## src/rtl/wdog_pkg.sv

```systemverilog
package wdog_pkg;

   typedef enum logic {
      WD_ROUTE_IRQ = 1'b0,
      WD_ROUTE_RST = 1'b1
   } wd_route_e;

   // number of base steps per resolution unit: 2^(code*shift)
   function automatic int unsigned wd_res_scale(input int unsigned code,
                                                input int unsigned shift);
      return 32'd1 << (code * shift);
   endfunction

endpackage

```

## src/rtl/wdog_kick_edge.sv

```systemverilog
module wdog_kick_edge #(
   parameter bit SYNC_KICK   = 1'b1,
   parameter int SYNC_STAGES = 2
) (
   input  logic clk,
   input  logic rst_n,
   input  logic kick_i,
   output logic edge_o
);

   initial begin
      assert (!SYNC_KICK || SYNC_STAGES >= 2)
         else $fatal(1, "wdog_kick_edge: SYNC_STAGES must be at least 2");
   end

   logic kick_q;
   logic kick_prev;

   generate
      if (SYNC_KICK) begin : g_sync
         logic [SYNC_STAGES-1:0] chain;
         always_ff @(posedge clk or negedge rst_n) begin
            if (!rst_n) chain <= '0;
            else        chain <= {chain[SYNC_STAGES-2:0], kick_i};
         end
         assign kick_q = chain[SYNC_STAGES-1];
      end else begin : g_direct
         assign kick_q = kick_i;
      end
   endgenerate

   always_ff @(posedge clk or negedge rst_n) begin
      if (!rst_n) kick_prev <= 1'b0;
      else        kick_prev <= kick_q;
   end

   assign edge_o = kick_q ^ kick_prev;

endmodule

```

## src/rtl/wdog_timebase.sv

```systemverilog
module wdog_timebase #(
   parameter int BASE_TICKS = 2048,
   parameter int RES_W      = 2,
   parameter int RES_SHIFT  = 2
) (
   input  logic             clk,
   input  logic             rst_n,
   input  logic             run_i,
   input  logic             restart_i,
   input  logic             tick_i,
   input  logic [RES_W-1:0] res_i,
   output logic             unit_o
);

   localparam int PRE_W   = (BASE_TICKS > 1) ? $clog2(BASE_TICKS) : 1;
   localparam int DIV_RAW = RES_SHIFT * ((1 << RES_W) - 1);
   localparam int DIV_W   = (DIV_RAW > 0) ? DIV_RAW : 1;

   initial begin
      assert (BASE_TICKS >= 1) else $fatal(1, "wdog_timebase: BASE_TICKS < 1");
      assert (RES_W >= 1 && RES_SHIFT >= 0 && DIV_RAW <= 30)
         else $fatal(1, "wdog_timebase: resolution range too wide");
   end

   logic [PRE_W-1:0] pre_cnt;
   logic [DIV_W-1:0] div_cnt;
   logic [DIV_W:0]   div_last;
   logic             step;
   int unsigned      sh_amt;

   always_comb begin
      sh_amt   = int'(res_i) * RES_SHIFT;
      div_last = ((DIV_W+1)'(1) << sh_amt) - (DIV_W+1)'(1);
   end

   assign step   = tick_i && (pre_cnt == PRE_W'(BASE_TICKS - 1));
   assign unit_o = step && (div_cnt == div_last[DIV_W-1:0]) && run_i && !restart_i;

   always_ff @(posedge clk or negedge rst_n) begin
      if (!rst_n) begin
         pre_cnt <= '0;
      end else if (restart_i || !run_i) begin
         pre_cnt <= '0;
      end else if (tick_i) begin
         pre_cnt <= step ? '0 : pre_cnt + PRE_W'(1);
      end
   end

   always_ff @(posedge clk or negedge rst_n) begin
      if (!rst_n) begin
         div_cnt <= '0;
      end else if (restart_i || !run_i) begin
         div_cnt <= '0;
      end else if (step) begin
         div_cnt <= unit_o ? '0 : div_cnt + DIV_W'(1);
      end
   end

   // a resolution unit only ends on a sampled tick pulse
   a_r3_unit_on_tick: assert property (@(posedge clk) disable iff (!rst_n)
      unit_o |-> tick_i);

endmodule

```

## src/rtl/wdog_countdown.sv

```systemverilog
module wdog_countdown #(
   parameter int MULT_W = 5
) (
   input  logic              clk,
   input  logic              rst_n,
   input  logic              reload_i,
   input  logic [MULT_W-1:0] mult_i,
   input  logic              unit_i,
   output logic              armed_o,
   output logic              expire_o
);

   initial begin
      assert (MULT_W >= 1) else $fatal(1, "wdog_countdown: MULT_W < 1");
   end

   logic [MULT_W-1:0] remain;

   assign expire_o = unit_i && armed_o && !reload_i && (remain == MULT_W'(1));

   always_ff @(posedge clk or negedge rst_n) begin
      if (!rst_n) begin
         remain  <= '0;
         armed_o <= 1'b0;
      end else if (reload_i) begin
         remain  <= mult_i;
         armed_o <= (mult_i != '0);
      end else if (unit_i && armed_o) begin
         if (remain == MULT_W'(1)) begin
            armed_o <= 1'b0;
         end
         remain <= remain - MULT_W'(1);
      end
   end

   // loading a zero multiplier leaves nothing to expire
   a_r2_zero_mult_quiet: assert property (@(posedge clk) disable iff (!rst_n)
      (reload_i && mult_i == '0) |=> !expire_o);

   // once expired, the counter is disarmed until reloaded
   a_r6_stop_after_expire: assert property (@(posedge clk) disable iff (!rst_n)
      (expire_o && !reload_i) |=> !armed_o);

endmodule

```

## src/rtl/wdog_route.sv

```systemverilog
module wdog_route
   import wdog_pkg::*;
#(
   parameter int RST_LEN = 64
) (
   input  logic      clk,
   input  logic      rst_n,
   input  logic      expire_i,
   input  wd_route_e route_i,
   input  logic      flags_rd_i,
   output logic      wdf_o,
   output logic      irq_o,
   output logic      rst_o
);

   localparam int RST_CW = $clog2(RST_LEN + 1);

   initial begin
      assert (RST_LEN >= 1) else $fatal(1, "wdog_route: RST_LEN < 1");
   end

   wd_route_e         route_q;
   logic [RST_CW-1:0] rst_cnt;

   always_ff @(posedge clk or negedge rst_n) begin
      if (!rst_n) begin
         wdf_o   <= 1'b0;
         route_q <= WD_ROUTE_IRQ;
      end else if (expire_i) begin
         wdf_o   <= 1'b1;
         route_q <= route_i;
      end else if (flags_rd_i) begin
         wdf_o   <= 1'b0;
      end
   end

   always_ff @(posedge clk or negedge rst_n) begin
      if (!rst_n) begin
         rst_cnt <= '0;
      end else if (expire_i && route_i == WD_ROUTE_RST) begin
         rst_cnt <= RST_CW'(RST_LEN);
      end else if (rst_cnt != '0) begin
         rst_cnt <= rst_cnt - RST_CW'(1);
      end
   end

   assign irq_o = wdf_o && (route_q == WD_ROUTE_IRQ);
   assign rst_o = (rst_cnt != '0);

   // the flag only rises after a timeout
   a_r3_flag_from_expire: assert property (@(posedge clk) disable iff (!rst_n)
      $rose(wdf_o) |-> $past(expire_i));

   // a read without a simultaneous timeout clears the flag
   a_r9_read_clears: assert property (@(posedge clk) disable iff (!rst_n)
      (flags_rd_i && !expire_i) |=> !wdf_o);

   // the reset pulse starts only from a timeout routed to reset
   a_r8_rst_from_expire: assert property (@(posedge clk) disable iff (!rst_n)
      $rose(rst_o) |-> $past(expire_i && route_i == WD_ROUTE_RST));

endmodule

```

## src/rtl/wdog_steer.sv

```systemverilog
module wdog_steer
   import wdog_pkg::*;
#(
   parameter int REG_W       = 8,
   parameter int MULT_W      = 5,
   parameter int RES_W       = 2,
   parameter int RES_SHIFT   = 2,
   parameter int BASE_TICKS  = 2048,
   parameter int RST_LEN     = 64,
   parameter bit SYNC_KICK   = 1'b1,
   parameter int SYNC_STAGES = 2
) (
   input  logic             clk,
   input  logic             rst_n,
   input  logic             tick_i,
   input  logic             kick_i,
   input  logic             cfg_we_i,
   input  logic [REG_W-1:0] cfg_wdata_i,
   input  logic             flags_rd_i,
   output logic             wdf_o,
   output logic             irq_o,
   output logic             wd_rst_o
);

   localparam int RES_LSB   = 0;
   localparam int MULT_LSB  = RES_LSB + RES_W;
   localparam int ROUTE_BIT = MULT_LSB + MULT_W;

   initial begin
      assert (ROUTE_BIT < REG_W)
         else $fatal(1, "wdog_steer: fields do not fit in REG_W");
   end

   logic [RES_W-1:0]  res_q;
   logic [MULT_W-1:0] mult_q;
   wd_route_e         route_q;
   logic              kick_edge;
   logic              reload;
   logic              armed;
   logic              unit;
   logic              expire;

   always_ff @(posedge clk or negedge rst_n) begin
      if (!rst_n) begin
         res_q   <= '0;
         mult_q  <= '0;
         route_q <= WD_ROUTE_IRQ;
      end else if (cfg_we_i) begin
         res_q   <= cfg_wdata_i[RES_LSB +: RES_W];
         mult_q  <= cfg_wdata_i[MULT_LSB +: MULT_W];
         route_q <= wd_route_e'(cfg_wdata_i[ROUTE_BIT]);
      end
   end

   // a write uses the new multiplier straight from the bus
   logic [MULT_W-1:0] load_mult;
   assign load_mult = cfg_we_i ? cfg_wdata_i[MULT_LSB +: MULT_W] : mult_q;
   assign reload    = cfg_we_i || kick_edge;

   wdog_kick_edge #(
      .SYNC_KICK  (SYNC_KICK),
      .SYNC_STAGES(SYNC_STAGES)
   ) u_kick (
      .clk   (clk),
      .rst_n (rst_n),
      .kick_i(kick_i),
      .edge_o(kick_edge)
   );

   wdog_timebase #(
      .BASE_TICKS(BASE_TICKS),
      .RES_W     (RES_W),
      .RES_SHIFT (RES_SHIFT)
   ) u_tb (
      .clk      (clk),
      .rst_n    (rst_n),
      .run_i    (armed),
      .restart_i(reload),
      .tick_i   (tick_i),
      .res_i    (res_q),
      .unit_o   (unit)
   );

   wdog_countdown #(
      .MULT_W(MULT_W)
   ) u_cnt (
      .clk     (clk),
      .rst_n   (rst_n),
      .reload_i(reload),
      .mult_i  (load_mult),
      .unit_i  (unit),
      .armed_o (armed),
      .expire_o(expire)
   );

   wdog_route #(
      .RST_LEN(RST_LEN)
   ) u_route (
      .clk       (clk),
      .rst_n     (rst_n),
      .expire_i  (expire),
      .route_i   (route_q),
      .flags_rd_i(flags_rd_i),
      .wdf_o     (wdf_o),
      .irq_o     (irq_o),
      .rst_o     (wd_rst_o)
   );

   // a write to the register never coincides with a timeout
   a_r4_write_no_expire: assert property (@(posedge clk) disable iff (!rst_n)
      cfg_we_i |=> !$rose(wdf_o) || !$past(cfg_we_i));

endmodule

```

## config.mk

```make
export PLATFORM = sky130hd
export DESIGN_NAME = wdog_steer
export DESIGN_NICKNAME = d
export VERILOG_FILES = /design/src/rtl/wdog_pkg.sv /design/src/rtl/wdog_kick_edge.sv /design/src/rtl/wdog_timebase.sv /design/src/rtl/wdog_countdown.sv /design/src/rtl/wdog_route.sv /design/src/rtl/wdog_steer.sv
export SDC_FILE = /design/constraint.sdc
export NUM_CORES = 1
export LEC_CHECK = 0
export ABC_AREA = 1
export BUFFER_PORTS_ARGS = -buffer_cell sky130_fd_sc_hd__buf_2
export CORE_MARGIN = 2
export CORE_UTILIZATION = 54
export CTS_CLUSTER_DIAMETER = 50
export DETAILED_ROUTE_END_ITERATION = 6
export HOLD_SLACK_MARGIN = 0.1
export PLACE_DENSITY = 0.75
export RECOVER_POWER = 50
export SLEW_MARGIN = 40
export SYNTH_ARGS = -nofsm -noshare
export SYNTH_HDL_FRONTEND = slang
export SYNTH_SLANG_ARGS = --single-unit
```

## constraint.sdc

```tcl
create_clock -name clk -period 1.3 [get_ports clk]
set_input_delay 0.065 -clock clk [delete_from_list [all_inputs] [get_ports clk]]
set_output_delay 0.065 -clock clk [all_outputs]
set_load 0.005 [all_outputs]
```

==> metrics.txt, run 1 <==
status=finished with violations; failing checks=negative setup slack; crit start category=flop; Mapped Area=2442 sq um; largest family of logic cells by synthesized area=simple AND/OR/NAND/NOR gates; Setup Skew=between 0.01 and 0.015 ns; placed inst area=just under 3000 sq um; die area=just over 5000 sq um; H-tree Lvls=2; drt total wl=around 7.0 mm; DR WL/cell=about 15 um; global-route wire length before repair=10.43 mm; total congestion overflow=0; proportion of synthesized area in mux cells=0; Post-Synth XOR/XNOR Area=0.03227; syn_area_per_cell=~7.5 sq um; max_cap viols=0; period utilisation layout=1.159; post-route design area=3530 sq um; DRC violations left=0; Worst path depth=9; Die Ht=around 70 um; slowest stage delay, CP=0.42 ns; Die Wd=~71 um; post-synthesis compound-gate area fraction=0.06404; PortBufs=16; worst path cell trace=ha_4 -> nand2_2 -> nor2_4 -> buf_4 -> buf_4 -> buf_4 -> nand2_1 -> xor2_1 -> nor2_1; fraction of the mapped netlist area in simple logic gates=0.3453; nature of the critical path endpoint=flop; Final Worst Setup Slack=-0.2068 ns; Hold Path Class=input pin to flop; synth unique cells=29; via/cell ratio=between 5 and 6; Mapped Cells=approximately 320; CTS sink cnt=43; initial antenna violation count=0; via count=2,484; Worst Setup Path Type=flop to flop; Worst-Margin Slew=slightly below 0.6 ns; Setup Total Neg Slack=-4.212 ns; yosys warns=0; worst vdd ir=roughly 0.78 mV; minimum clock period=between 1.5 and 2 ns; crit path max fanout=3; Worst-Skew Late Latency=0.30 ns; Detailed Route Iter0 Violations=196; Std-Cell Rows=24; CTS Root Cell=clkbuf_8; fmax=about 660 MHz; Clock Path Buffers=2; total power=about 3.2 mW; Core ar.=4354 sq um; layout cells sized above 1=0.3861; gpl congestion=between 0.8 and 0.9; pwr/cell area=between 900 and 1000 nW/um^2; total leakage power=between 1.5 and 2 nW; Crit path top cell by count=buf_4; router iterations before antenna repair=4; critical path required time=between 1 and 1.5 ns; Slew headroom=0.6086; TritonCTS Buffers=5; Area Growth Syn to Fin=44.52%; Final Hold Vio Count=0; Ports=17; Nets=435; Post-Synth Adder-Cell Area=0.02561; unrepaired setup endpoints after global routing=yes; Hold Path Cell Cnt=4; largest net degree at the start of global routing=44; DP Wirelength=between 3 and 4 mm; Crit-path slowest cell=dfrtp_1; initial core utilization=0.5609; sequential area share after synthesis=0.4406; Setup violations, final=33; CTS tree=built; # diodes=0; Buf+Inv Stages, Crit Path=3; Largest delay share family, worst path=flip-flops; syn_nets=343; Worst-path clk slew=0.08 ns; all-layer global routing usage=0.2626; Yosys reg bits=43; Post-DRT Antenna Nets=0; R2R depth=9; vias in the first global route=roughly 2,400; Worst Path Arrival=1.69 ns; Pins Over Slew Limit=0
==> per-layer routing <==
metal / vias up / part of all wire / global-route usage
li1: 1196 / - / -
met1: 1182 / 0.40 / 0.3127
met2: 84 / 0.52 / 0.4486
met3: 22 / 0.048 / 0.06048
met4: 0 / 0.029 / 0.1258
met5: - / 0 / 0
==> cells by family after synthesis <==
logic type               after synthesis
adder cells (fa/ha/maj)                5
buffers and inverters                 55
AND/OR/NAND/NOR                      184
AO/OA/AOI/OAI                         28
flip-flops                            43
XOR/XNOR                               9
==> Yosys cell counts (all sizes together) <==
master / n / area [sq um]
nand2: 106 / 415.4
inv: 50 / 187.7
dfrtp: 43 / 1076
nor2: 39 / 176.4
nand3: 26 / 142.6
o21ai: 22 / 110.1
nand4: 10 / 92.59
xor2: 7 / 61.31
ha: 5 / 62.56
buf: 3 / 30.03
a21oi: 2 / 13.76
nor3: 2 / 10.01
o21a: 2 / 15.01
xnor2: 2 / 17.52
a2bb2oi: 1 / 8.760
clkbuf: 1 / 3.750
clkinv: 1 / 3.750
o2111ai: 1 / 8.760
or2: 1 / 6.260
==> flip-flops by register name, indices dropped and copies added, names as in the netlist, 2 cells and up <==
signal,cells
u_tb.pre_cnt,11
u_route.rst_cnt,7
u_tb.div_cnt,6
mult_q,5
u_cnt.remain,5
res_q,2
u_kick.g_sync.chain,2
==> stage by stage <==
stage | instances | setup slack (ns) | hold WS, ns | util
after global placement | 431 | -0.1051 | 0.05625 | 0.6687
after floorplan | 324 | -0.01593 | -0.2306 | -
after CTS | 462 | -0.1587 | 0.1296 | 0.7672
final | 469 | -0.2068 | 0.1316 | 0.8106
after detailed placement | 431 | -0.1793 | 0.05480 | 0.6687
after global routing | 469 | -0.2906 | 0.1573 | 0.8106
==> repair_timing <==
action,in CTS,in global routing
resized for setup,38,46
endpoints found under the hold margin,53,0
hold buffers,12,0
setup endpoints to repair,33,33
pin swaps,23,18
cloned,0,1
setup buffers,11,6
==> cell usage in the layout (no fill, tap or decap), drive strengths merged, types with 2 or more instances in the layout <==
cell type	count
nor2	39
xnor2	2
nand2	107
o21a	2
nand3	26
nand4	10
xor2	7
dfrtp	43
clkinv	2
inv	50
dlygate4sd3	12
a21oi	2
o21ai	22
ha	5
buf	75
nor3	2
clkbuf	7
==> cell type report <==
cell class | count | area [sq um]
clock inverter | 2 | 35.03
fill | 249 | 824.5
timing repair buffer | 88 | 673.1
clock buffer | 6 | 82.58
sequential | 43 | 1079
inverter | 51 | 202.7
tap | 52 | 65.06
multi-input combinational | 227 | 1393
==> power breakdown <==
group / internal, mW / switching (mW)
clock: 0.622 / 0.461
sequential: 1.42 / 0.0699
combinational: 0.290 / 0.358
==> worst paths after layout <==
| path | from | slack (ns) | to |
|---|---|---|---|
| hold reg to reg | u_kick.g_sync.chain[0] | 0.37 | u_kick.g_sync.chain[1] |
| max in group asynchronous | rst_n | 0.47 | res_q[1] |
| setup reg to reg | u_tb.pre_cnt[0] | -0.21 | u_tb.pre_cnt[6] |
| min in group asynchronous | rst_n | 0.40 | u_tb.pre_cnt[9] |
| setup / recovery | u_tb.pre_cnt[0] | -0.21 | u_tb.pre_cnt[6] |
| hold / removal | cfg_we_i | 0.13 | mult_q[1] |
==> tightest hold or removal path, cell delays in order <==
cell	delay [ns]
buf_2	0.09
inv_2	0.08
nand2_1	0.08
nand2_1	0.07
No activity file was read; power rests on OpenSTA's default activity.
==> run 2, diff against run 1 <==
Settings changed: ABC_AREA 1 to default, CORE_UTILIZATION 54 to 55, CTS_BUF_LIST from default to sky130_fd_sc_hd__clkbuf_8, PLACE_DENSITY 0.75 to 0.77.
==> run 2 against run 1 <==
  * The flow still finishes with violations (negative setup slack)
  * Clock skew down 0.0065 ns
  * Routed wire length decreased by 17%
  * Sequential cell count stayed put
  * Power is 12% lower
  * Critical path type unchanged
  * Critical endpoint is now u_route.rst_cnt[3]
  * Largest cell class unchanged
  * Largest power group unchanged
==> metrics.txt, run 2 <==
cell with the most instances after synthesis=dfrtp_1; Final Hold Vio Count=0 (unchanged); hold endpoint=mult_q[4]; worst vdd ir=1.220 mV (+56%); synth top area cells=dfrtp_1 51%, nor2_1 5.5%, xor2_1 5.0%; DRC violations left=0 (unchanged); minimum clock period=2.236 ns (+0.7294 ns); Setup violations, final=32 (-3.0%); most frequent cells in the layout=59 x buf_4, 43 x dfrtp_1, 24 x nor2_1; layout cells sized above 1=0.4013 (+0.01525); Clock Path Buffers=2 (unchanged); Largest delay share family, worst path=simple AND/OR/NAND/NOR gates; global-route wire length before repair=8.673 mm (-17%); Nets=317 (-27%); Worst Setup Path Type=flop to flop; Hold Path Cell Cnt=3 (-1); top flop regs=u_tb.pre_cnt x11, u_route.rst_cnt x7, u_tb.div_cnt x6; all-layer global routing usage=0.2716 (+0.009012); CTS tree=built; dominant cell type by area after synthesis=dfrtp_1; Async S/R FF share, synth=1.000 (unchanged); fmax=447.2 MHz (-33%); Die Wd=65.79 um (-7.7%); top post-synthesis cells by count=43 x dfrtp_1, 31 x nor2_1, 13 x nand2_1; worst slack at placement=-0.9040 ns (-0.7247 ns); Worst-path clk slew=0.09 ns (about the same); H-tree Lvls=2 (unchanged); Detailed Route Iter0 Violations=114 (-42%); crit path max fanout=7 (+4); RR Endpoint=u_route.rst_cnt[3]; r2r setup slk=-0.94 ns (-0.73 ns); Slew headroom=0.6857 (+0.07708); worst path cell trace=ha_2 -> nand4_1 -> or4_4 -> a2111o_1 -> buf_4 -> nor3_2 -> buf_4 -> nor2_1; via count=1,963 (-21%); Worst-Skew Late Latency=0.31 ns (about the same); initial antenna violation count=0 (unchanged); share of the synthesized area in the top cell type=0.5125 (+0.07194); most common cell after layout, fill and taps aside=buf_4; Ports=17 (unchanged); unrepaired setup endpoints after global routing=yes; R2R depth=8 (-1); Die Ht=65.79 um (-7.7%); die area=4328 sq um (-15%); Area Growth Syn to Fin=44.10%; most used flip-flop cell after synthesis=dfrtp_1; critical path required time=1.50 ns (about the same); synth unique cells=37 (+28%); slowest stage delay, CP=0.44 ns (+0.02 ns); syn_area_per_cell=10.09 sq um (+34%); Mapped Cells=208 (-36%); Worst path depth=8 (-1); Post-DRT Antenna Nets=0 (unchanged); total power=2.819 mW (-12%); sequential area share after synthesis=0.5125 (+0.07194); TritonCTS Buffers=5 (unchanged); total congestion overflow=0 (unchanged); nature of the critical path endpoint=flop; DR WL/cell=16.85 um (+13%); Buf+Inv Stages, Crit Path=2 (-1); via/cell ratio=5.657 (+6.8%); Crit path top cell by count=buf_4; Core ar.=3661 sq um (-16%); Yosys reg bits=43 (unchanged); Std-Cell Rows=22 (-8.3%); initial core utilization=0.5735 (+0.01256); gpl congestion=0.8110 (-6.1%); CTS Root Cell=clkbuf_8; Mapped Area=2100 sq um (-14%); Worst Path Arrival=2.44 ns (+0.75 ns); Setup Skew=0.008403 ns (-0.006463 ns); failing checks=negative setup slack; Largest Register=u_tb.pre_cnt; Final Core Density=0.8264 (+0.01575); total leakage power=1.404 nW (-20%); Pins Over Slew Limit=0 (unchanged); PortBufs=16 (unchanged); Setup Total Neg Slack=-22.47 ns (-18.25 ns); EDFF count, synth=0 (unchanged); vias in the first global route=1,896 (-20%); hold path startpoint=cfg_wdata_i[6]; Hold Path Class=input pin to flop; drt total wl=5.848 mm (-17%); Largest register FFs=11 (unchanged); status=finished with violations; Worst-Margin Slew=0.4715 ns (-0.1156 ns); # diodes=0 (unchanged); syn_nets=227 (-34%); worst reg2reg startpoint=u_tb.pre_cnt[0]; DP Wirelength=3.374 mm (-14%); max_cap viols=0 (unchanged); CTS sink cnt=43 (unchanged); Crit-path slowest cell=or4_4; yosys warns=0 (unchanged); router iterations before antenna repair=4 (unchanged); crit start category=flop; Final Worst Setup Slack=-0.9362 ns (-0.7294 ns); period utilisation layout=1.720 (+0.5611); largest net degree at the start of global routing=25 (-43%); pwr/cell area=931.8 nW/um^2 (+2.2%)
run 2: area by class of cell:
| type | instances | area (sq um) |
|---|---|---|
| clock buffer | 6 | 82.58 |
| clock inverter | 2 | 16.27 |
| multi-input combinational | 148 | 1084 |
| sequential | 43 | 1076 |
| fill | 206 | 635.6 |
| inverter | 12 | 45.04 |
| timing repair buffer | 88 | 661.9 |
| tap | 48 | 60.06 |
run 2: logic make-up after synthesis:
logic type | after synthesis | share of synthesized area
AND/OR/NAND/NOR | 86 | 0.2080
flip-flops | 43 | 0.5125
AO/OA/AOI/OAI | 30 | 0.09774
XOR/XNOR | 18 | 0.07509
buffers and inverters | 17 | 0.03098
multiplexers | 9 | 0.04589
adder cells (fa/ha/maj) | 5 | 0.02980
run 2: through the flow:
stage / std cells / instance area [sq um] / hold WS (ns)
CTS: 343 / 2953 / 0.1077
global placement: 322 / 2663 / 0.03016
global route: 347 / 3025 / 0.1234
floorplan: 208 / 2133 / -0.2306
finish: 347 / 3025 / 0.1162
detailed placement: 322 / 2663 / 0.02915
run 2: how the worst max path moves through the flow:
stage,startpoint,endpoint
floorplan,u_tb.pre_cnt[0],u_route.route_q
global placement,u_tb.pre_cnt[1],u_cnt.remain[4]
detailed placement,u_tb.pre_cnt[0],u_cnt.remain[4]
CTS,u_tb.pre_cnt[0],u_route.rst_cnt[3]
global route,u_tb.pre_cnt[0],u_route.rst_cnt[3]
finish,u_tb.pre_cnt[0],u_route.rst_cnt[3]
run 2: metal layers:
metal,up-vias,part of all wire,global-route usage
li1,909,-,-
met1,989,0.42,0.3429
met2,54,0.53,0.4596
met3,11,0.033,0.06303
met4,0,0.017,0.09115
met5,-,0,0
run 2: timing repair:
action	4_1_cts	5_1_grt
pin swaps	8	14
endpoints found under the hold margin	50	0
endpoints found under the setup margin	32	33
resized for setup	16	15
buffers inserted	5	5
hold buffers	8	0
run 2: worst reg2reg max path: stages, from the launching register on:
cell and delay (ns):
dfrtp_1 0.40, ha_2 0.21, nand4_1 0.11, or4_4 0.44, a2111o_1 0.41, buf_4 0.18
nor3_2 0.16, buf_4 0.18, nor2_1 0.06
run 2: where the power goes:
group | switching [mW] | leakage (nW) | internal (mW)
clock network | 0.496 | 0.0474 | 0.434
logic | 0.234 | 0.816 | 0.216
registers | 0.0406 | 0.541 | 1.40
